===== src/rtl/dma_blk_pkg.sv =====
package dma_blk_pkg;
    localparam int REG_W     = 32;
    localparam int HALF_W    = REG_W / 2;
    localparam int BUSY_BIT  = 24;
    localparam int STEP      = REG_W / 8;
    localparam logic [REG_W-1:0] CTRL_TO_PERIPH = 32'h0100_0201;
    localparam logic [REG_W-1:0] CTRL_TO_MEM    = 32'h0100_0200;
    localparam logic [1:0] SEL_ADDR = 2'd0;
    localparam logic [1:0] SEL_BLK  = 2'd1;
    localparam logic [1:0] SEL_CTRL = 2'd2;

    typedef enum logic [2:0] {
        ST_IDLE, ST_FETCH, ST_PUSH, ST_POP, ST_STORE, ST_FIN
    } state_e;

    typedef enum logic [1:0] {
        MODE_NONE, MODE_M2P, MODE_P2M
    } mode_e;

    typedef struct packed {
        state_e            st;
        logic [REG_W-1:0]  addr;
        logic [REG_W-1:0]  blk;
        logic [REG_W-1:0]  ctrl;
        logic [REG_W-1:0]  word;
        logic [REG_W-1:0]  remain;
        logic              done;
    } eng_regs_t;
endpackage


===== src/rtl/dma_len_calc.sv =====
module dma_len_calc
    import dma_blk_pkg::*;
#(
    parameter int HW = HALF_W
) (
    input  logic [2*HW-1:0] shape_i,
    output logic [2*HW-1:0] words_o,
    output logic            empty_o
);
    logic [HW-1:0] count_hi;
    logic [HW-1:0] count_lo;

    always_comb begin
        count_hi = shape_i[2*HW-1:HW];
        count_lo = shape_i[HW-1:0];
        words_o  = count_hi * count_lo;
        empty_o  = (count_hi == '0) || (count_lo == '0);
    end
endmodule


===== src/rtl/dma_mode_decode.sv =====
module dma_mode_decode
    import dma_blk_pkg::*;
(
    input  logic [REG_W-1:0] ctrl_i,
    output mode_e            mode_o
);
    always_comb begin
        if (ctrl_i == CTRL_TO_PERIPH)
            mode_o = MODE_M2P;
        else if (ctrl_i == CTRL_TO_MEM)
            mode_o = MODE_P2M;
        else
            mode_o = MODE_NONE;
    end
endmodule


===== src/rtl/dma_block_engine.sv =====
module dma_block_engine
    import dma_blk_pkg::*;
(
    input  logic              clk,
    input  logic              rst_n,
    input  logic              cfg_wr_i,
    input  logic [1:0]        cfg_sel_i,
    input  logic [REG_W-1:0]  cfg_wdata_i,
    output logic [REG_W-1:0]  addr_reg_o,
    output logic [REG_W-1:0]  blk_reg_o,
    output logic [REG_W-1:0]  ctrl_reg_o,
    output logic              mem_req_o,
    output logic              mem_we_o,
    output logic [REG_W-1:0]  mem_addr_o,
    output logic [REG_W-1:0]  mem_wdata_o,
    input  logic              mem_ack_i,
    input  logic [REG_W-1:0]  mem_rdata_i,
    output logic              push_valid_o,
    output logic [REG_W-1:0]  push_data_o,
    input  logic              push_ready_i,
    input  logic              pop_valid_i,
    input  logic [REG_W-1:0]  pop_data_i,
    output logic              pop_ready_o,
    output logic              done_o
);
    eng_regs_t        r_q;
    eng_regs_t        r_d;
    logic [REG_W-1:0] len_words;
    logic             len_empty;
    mode_e            wr_mode;

    dma_len_calc #(.HW(HALF_W)) u_len (
        .shape_i (r_q.blk),
        .words_o (len_words),
        .empty_o (len_empty)
    );

    dma_mode_decode u_dec (
        .ctrl_i (cfg_wdata_i),
        .mode_o (wr_mode)
    );

    always_comb begin
        r_d          = r_q;
        r_d.done     = 1'b0;
        mem_req_o    = 1'b0;
        mem_we_o     = 1'b0;
        mem_addr_o   = r_q.addr;
        mem_wdata_o  = r_q.word;
        push_valid_o = 1'b0;
        push_data_o  = r_q.word;
        pop_ready_o  = 1'b0;

        case (r_q.st)
            ST_IDLE: begin
                if (cfg_wr_i) begin
                    case (cfg_sel_i)
                        SEL_ADDR: r_d.addr = cfg_wdata_i;
                        SEL_BLK:  r_d.blk  = cfg_wdata_i;
                        SEL_CTRL: begin
                            r_d.ctrl = cfg_wdata_i;
                            if (cfg_wdata_i[BUSY_BIT]) begin
                                r_d.remain = len_words;
                                if (len_empty || wr_mode == MODE_NONE)
                                    r_d.st = ST_FIN;
                                else if (wr_mode == MODE_M2P)
                                    r_d.st = ST_FETCH;
                                else
                                    r_d.st = ST_POP;
                            end
                        end
                        default: ;
                    endcase
                end
            end
            ST_FETCH: begin
                mem_req_o = 1'b1;
                if (mem_ack_i) begin
                    r_d.word = mem_rdata_i;
                    r_d.st   = ST_PUSH;
                end
            end
            ST_PUSH: begin
                push_valid_o = 1'b1;
                if (push_ready_i) begin
                    r_d.addr   = r_q.addr + REG_W'(STEP);
                    r_d.remain = r_q.remain - 1'b1;
                    if (r_q.remain == REG_W'(1)) begin
                        r_d.ctrl[BUSY_BIT] = 1'b0;
                        r_d.done           = 1'b1;
                        r_d.st             = ST_IDLE;
                    end else begin
                        r_d.st = ST_FETCH;
                    end
                end
            end
            ST_POP: begin
                pop_ready_o = 1'b1;
                if (pop_valid_i) begin
                    r_d.word = pop_data_i;
                    r_d.st   = ST_STORE;
                end
            end
            ST_STORE: begin
                mem_req_o = 1'b1;
                mem_we_o  = 1'b1;
                if (mem_ack_i) begin
                    r_d.addr   = r_q.addr + REG_W'(STEP);
                    r_d.remain = r_q.remain - 1'b1;
                    if (r_q.remain == REG_W'(1)) begin
                        r_d.ctrl[BUSY_BIT] = 1'b0;
                        r_d.done           = 1'b1;
                        r_d.st             = ST_IDLE;
                    end else begin
                        r_d.st = ST_POP;
                    end
                end
            end
            ST_FIN: begin
                r_d.ctrl[BUSY_BIT] = 1'b0;
                r_d.done           = 1'b1;
                r_d.st             = ST_IDLE;
            end
            default: r_d.st = ST_IDLE;
        endcase
    end

    always_ff @(posedge clk or negedge rst_n) begin
        if (!rst_n) begin
            r_q <= '{st: ST_IDLE, default: '0};
        end else begin
            r_q <= r_d;
        end
    end

    assign addr_reg_o = r_q.addr;
    assign blk_reg_o  = r_q.blk;
    assign ctrl_reg_o = r_q.ctrl;
    assign done_o     = r_q.done;
endmodule


===== config.mk =====
export PLATFORM = sky130hd
export DESIGN_NAME = dma_block_engine
export DESIGN_NICKNAME = d
export VERILOG_FILES = /design/src/rtl/dma_blk_pkg.sv /design/src/rtl/dma_len_calc.sv /design/src/rtl/dma_mode_decode.sv /design/src/rtl/dma_block_engine.sv
export SDC_FILE = /design/constraint.sdc
export NUM_CORES = 1
export LEC_CHECK = 0
export BUFFER_PORTS_ARGS = -buffer_cell sky130_fd_sc_hd__buf_2
export CAP_MARGIN = 20
export CORE_MARGIN = 5
export CORE_UTILIZATION = 42
export DETAILED_ROUTE_END_ITERATION = 6
export PLACE_DENSITY_LB_ADDON = 0.1
export RECOVER_POWER = 50
export SKIP_CTS_REPAIR_TIMING = 1
export SLEW_MARGIN = 20
export SYNTH_ARGS = -nofsm -noshare
export SYNTH_HDL_FRONTEND = slang
export SYNTH_SLANG_ARGS = --single-unit

===== constraint.sdc =====
create_clock -name clk -period 14.9 [get_ports clk]
set_input_delay 2.235 -clock clk [delete_from_list [all_inputs] [get_ports clk]]
set_output_delay 2.235 -clock clk [all_outputs]
set_load 0.05 [all_outputs]

=== Yosys cells after proc, flatten, opt, wreduce, memory -nomap -nowiden ===
Index checks and enable logic that the tools add are counted.

* Eq/ne operators: 19
* Add/subtract/negate cells: 2
* Reduce and logical (&&, ||, !) cells: 18
* Multiplexer cells: 37
* Multiply operators: 1

{| class="wikitable"
|+ Operator list
! kind !! count
|-
| 2-to-1 mux 32 bit || 8
|-
| case mux 32 bit (3 select lines) || 2
|-
| 2-to-1 mux 99 bit || 1
|-
| 2-to-1 mux 35 bit || 2
|-
| 2-to-1 mux 33 bit || 2
|-
| == test 32 x 25 -> 1 bit (second input constant) || 2
|-
| case mux 32 bit (2 select lines) || 1
|-
| adder 32 x 3 -> 32 bit (second input constant) || 1
|-
| == test 32 x 1 -> 1 bit (second input constant) || 1
|-
| zero test 16 bit || 2
|-
| multiplier 16 x 16 -> 32 bit || 1
|-
| subtractor 32 x 1 -> 32 bit (second input constant) || 1
|-
| 2-to-1 mux 3 bit || 5
|-
| case mux 3 bit (5 select lines) || 1
|-
| != test 2 bit (second input constant) || 6
|-
| AND reduction 5 bit || 2
|-
| 2-to-1 mux 1 bit || 9
|-
| AND reduction 3 bit || 3
|-
| 2-to-1 mux 2 bit || 4
|-
| AND reduction 7 bit || 1
|-
| == test 3 x 2 -> 1 bit (second input constant) || 2
|-
| == test 3 bit (second input constant) || 2
|-
| AND reduction 6 bit || 1
|-
| == test 2 x 1 -> 1 bit (second input constant) || 2
|-
| other kinds (12) || 15
|}

* Output and inout bits: 197
* Input bits: 104
* Bits in registers: 164
* Word-level logic and storage cells: 85

=== Longest topological paths before layout ===
* Depth after elaboration: 10
* Mapped depth: 23
* Mapped depth without buffers: 20

=== Modules after synthesis ===
From an unflattened synthesis, not the netlist that was laid out.

* Cell total of the unflattened synthesis: 2089
* Area total of the unflattened synthesis: 18765.5 µm²

{| class="wikitable"
|+ Modules (own cells, without submodules)
! module !! times used !! cells each !! area an instance (µm²) !! sequential area each (µm²)
|-
| dma_block_engine || 1 || 1038 || 9809.4 || 4103.9
|-
| dma_len_calc || 1 || 1038 || 8851.0 || 0.0
|-
| dma_mode_decode || 1 || 13 || 105.1 || 0.0
|}

=== Worst setup path after synthesis ===
OpenSTA, ideal clock, no wires.

* Kind: reg2reg
* Start: register r_q (netlist bit blk_reg_o[1])
* End: register r_q[29] (netlist bit)
* Period minus slack after synthesis: 5.900 ns
* Arrival: 5.758 ns
* Library setup time: 0.143 ns
* Setup slack: 9.000 ns
* Cell stages (with the launch flop): 21
* Buffers on the path: 2
* Data required time: 14.757 ns
* Cell sequence: dfrtp_1 -> clkbuf_1 -> clkbuf_1 -> nand2_1 -> fa_1 -> fa_1 -> fa_1 -> fa_1 -> inv_1 -> fa_1 -> inv_1 -> fa_1 -> inv_1 -> ha_1 -> and3_1 -> and3_1 -> a211oi_2 -> a21oi_1 -> a311oi_1 -> xor2_1 -> a21oi_1

* Cells in the longest elaborated chain, start to end: 5

{| class="wikitable"
|+ RTL lines
! item !! RTL line !! source
|-
| start: declaration || dma_block_engine.sv:26 || <nowiki>eng_regs_t r_q;</nowiki>
|-
| start signal: assignment || dma_block_engine.sv:132 || <nowiki>r_q <= r_d;</nowiki>
|-
| multiplier 16 x 16 -> 32 bit || dma_len_calc.sv:16 || <nowiki>words_o = count_hi * count_lo;</nowiki>
|-
| 2-to-1 mux 32 bit || dma_block_engine.sv:62 || <nowiki>if (cfg_wdata_i[BUSY_BIT]) begin</nowiki>
|-
| 2-to-1 mux 32 bit || dma_block_engine.sv:57 || <nowiki>case (cfg_sel_i)</nowiki>
|-
| 2-to-1 mux 32 bit || dma_block_engine.sv:56 || <nowiki>if (cfg_wr_i) begin</nowiki>
|-
| case mux 32 bit (3 select lines) || dma_block_engine.sv:54 || <nowiki>case (r_q.st)</nowiki>
|}

Every way passes these cells. The select of a mux whose other input is x is not followed.
A chain may end at the register's enable or synchronous reset.

==> results.json <==
{
  "status": "complete, but fails checks",
  "failed_checks": "capacitance limit, slew limit",
  "worst_hold_path.endpoint": "ctrl_reg_o[24]",
  "slew_at_the_pin_closest_to_its_max_slew_limit_ns": 5.62,
  "grt_pass1_vias": 14127,
  "postRouteAntennaNets": 0,
  "synth_edf_count": 0,
  "globalRouteTotalUtil": 0.230,
  "fmax_ghz": 0.144,
  "cp_data_required_time_ns": 14.14,
  "report.final.setup_viol": 0,
  "cp_cell_sequence": "clkbuf_1",
  "clockBufferDepth": 2,
  "synth_top_flop_cell": "sky130_fd_sc_hd__dfrtp_1",
  "synth_sequential_area_ratio": 0.225,
  "placed_cells": 2625,
  "grt_setup_unrepaired": "no",
  "cts_made_buffers": 17,
  "boundaryPins": 301,
  "worst_setup_path_class": "input pin to async pin",
  "place.gp.congestion": 0.875,
  "post_drt_via_cell_ratio": 5.34,
  "final_cell_mix": "sky130_fd_sc_hd__nand2_1 (249), sky130_fd_sc_hd__inv_1 (242), sky130_fd_sc_hd__buf_2 (237)",
  "hpwl_um": 42400,
  "rrSetupSlack_ns": 8.17,
  "clock_tree_from_tritoncts": "built",
  "fin_cells": 2657,
  "num_antenna_cells": 0,
  "fin_setup_tns_ns": 0,
  "count_of_buffers_inserted_at_the_top_level_ports": 300,
  "setup.worst_path.start_class": "input pin",
  "count_of_clock_tree_sinks": 164,
  "grt_start_max_net_pins": 102,
  "ys_types": 81,
  "rows": 76,
  "critical_path.n_buffers_inverters": 1,
  "syn_area_mm2": 0.0182,
  "dr.pass1.iters": 5,
  "post_drt_wl_per_cell_um": 20.7,
  "report.final.slew_viol_count": 273,
  "r2r_end": "r_q[30]",
  "post-route-period-util": 0.467,
  "finalNetCount": 2464,
  "synth_nets": 2409,
  "min-delay-path-class": "flip-flop to flip-flop",
  "clock-root-buffer": "sky130_fd_sc_hd__clkbuf_16",
  "area.growth.synth_to_final_pct": 5.98,
  "cts.clk_slew.worst_paths_ns": 0.07,
  "critical_path_peak_fanout": 101,
  "wire_length_of_the_first_global_routing_pass_um": 84400,
  "syn_area_per_cell_um2": 9.10,
  "final_period_minus_worst_setup_slack_ns": 6.96,
  "synth_cells": 2004,
  "reg2reg_from": "blk_reg_o[8]",
  "critPathTopFamily": "buffers and inverters",
  "postSynth.asyncResetShare": 1.00,
  "clock-skew-final_ns": 0.0137,
  "fillCellCount": 4344,
  "crit_path_top_delay_cell": "sky130_fd_sc_hd__clkbuf_1",
  "cp_slowest_stage_delay_ns": 3.85,
  "synth_warnings": 0,
  "via_count": 14192,
  "die_area_mm2": 0.0477,
  "worst-r2r-cell-count": 20,
  "element_type_at_the_critical_path_end": "async pin",
  "drtIter0Drc": 840,
  "clock_latency_ns": 0.49,
  "worst-endpoint-arrival_ns": 6.20,
  "synth-seq-cells": 164,
  "h_tree_depth": 4,
  "final_common_cell": "sky130_fd_sc_hd__nand2_1",
  "die_height_um": 218,
  "grt_overflow": 0,
  "dieWidth_um": 218,
  "wirelength_um": 55100,
  "initial_antenna_violation_count": 0,
  "start_util": 0.424,
  "timing.final.hold_violations": 0,
  "worst_hold_startpoint": "ctrl_reg_o[24]",
  "design.core.area_mm2": 0.0430,
  "post-route-drc-count": 0,
  "post_route_cells_drive_above_1_share": 0.180,
  "timing.hold.worst_path_depth": 1,
  "max_transition_margin": -2.74,
  "max_cap_viol_count": 5
}
==> kinds of logic after synthesis <==
logic type,count (synthesis),share of synthesized area
adder cells (fa/ha/maj),301,0.286
flip-flops,164,0.225
XOR/XNOR,25,0.0120
AO/OA/AOI/OAI,322,0.114
buffers and inverters,525,0.148
AND/OR/NAND/NOR,572,0.157
multiplexers,95,0.0565
==> area by class of cell <==
class                   count  area (µm²)  share of cell area
clock inverters            15         166             0.00861
well taps                 585         732              0.0379
clock buffers              17         425              0.0220
multi-input cells        1315       11400               0.592
repair buffers            319        1550              0.0802
inverters                 242         908              0.0470
flip-flops and latches    164        4100               0.212
==> through the flow <==
step	instance area (µm²)	setup WS, ns	utilization	hold slack [ns]
after detailed placement	18800	8.26	0.438	0.472
after global placement	18800	8.24	0.438	0.462
final	19300	7.94	0.450	0.488
after floorplan	18200	9.00	-	0.451
after CTS	19400	8.18	0.452	0.492
after global routing	19300	6.69	0.450	0.516
==> flip-flops by register name, indices dropped and copies added (netlist names) <==
name and cells:
blk_reg_o 32, r_q 35, done_o 1, addr_reg_o 32
ctrl_reg_o 32, mem_wdata_o 32
==> layer usage <==
layer,up-vias,share of wire,track usage
met5,-,0,0
met3,67,0.061,0.0420
met4,0,0.025,0.0714
li1,6541,-,-
met1,7113,0.44,0.321
met2,471,0.48,0.365
==> worst max-delay path by stage <==
stage	from	depth (start not counted)	end
floorplan	blk_reg_o[1]	20	r_q[29]
global placement	blk_reg_o[8]	20	r_q[30]
detailed placement	blk_reg_o[25]	18	r_q[29]
CTS	blk_reg_o[25]	18	r_q[29]
global route	rst_n	1	blk_reg_o[7]
finish	rst_n	1	ctrl_reg_o[14]
==> synth_stat cells, types with 10 or more instances <==
cell type	number	share of area
sky130_fd_sc_hd__a21o_1	16	0.0066
sky130_fd_sc_hd__buf_2	11	0.0030
sky130_fd_sc_hd__xnor2_1	16	0.0077
sky130_fd_sc_hd__dfrtp_1	164	0.23
sky130_fd_sc_hd__nand3_1	26	0.0071
sky130_fd_sc_hd__nand2_1	250	0.051
sky130_fd_sc_hd__ha_1	107	0.073
sky130_fd_sc_hd__nand4_1	13	0.0045
sky130_fd_sc_hd__mux2_2	63	0.039
sky130_fd_sc_hd__inv_1	242	0.050
sky130_fd_sc_hd__buf_4	192	0.079
sky130_fd_sc_hd__and2_1	122	0.042
sky130_fd_sc_hd__clkbuf_1	74	0.015
sky130_fd_sc_hd__a21oi_1	66	0.018
sky130_fd_sc_hd__a31oi_1	18	0.0062
sky130_fd_sc_hd__nor2_1	56	0.012
sky130_fd_sc_hd__nor3_1	17	0.0047
sky130_fd_sc_hd__mux2i_1	32	0.018
sky130_fd_sc_hd__o221ai_1	12	0.0058
sky130_fd_sc_hd__nor4_1	26	0.0089
sky130_fd_sc_hd__o21ai_0	105	0.029
sky130_fd_sc_hd__a211oi_1	10	0.0041
sky130_fd_sc_hd__fa_1	194	0.21
Power is left out: the tool's default activity adds up to more than one toggle a clock period on the data nets, which glitch-free logic cannot reach.
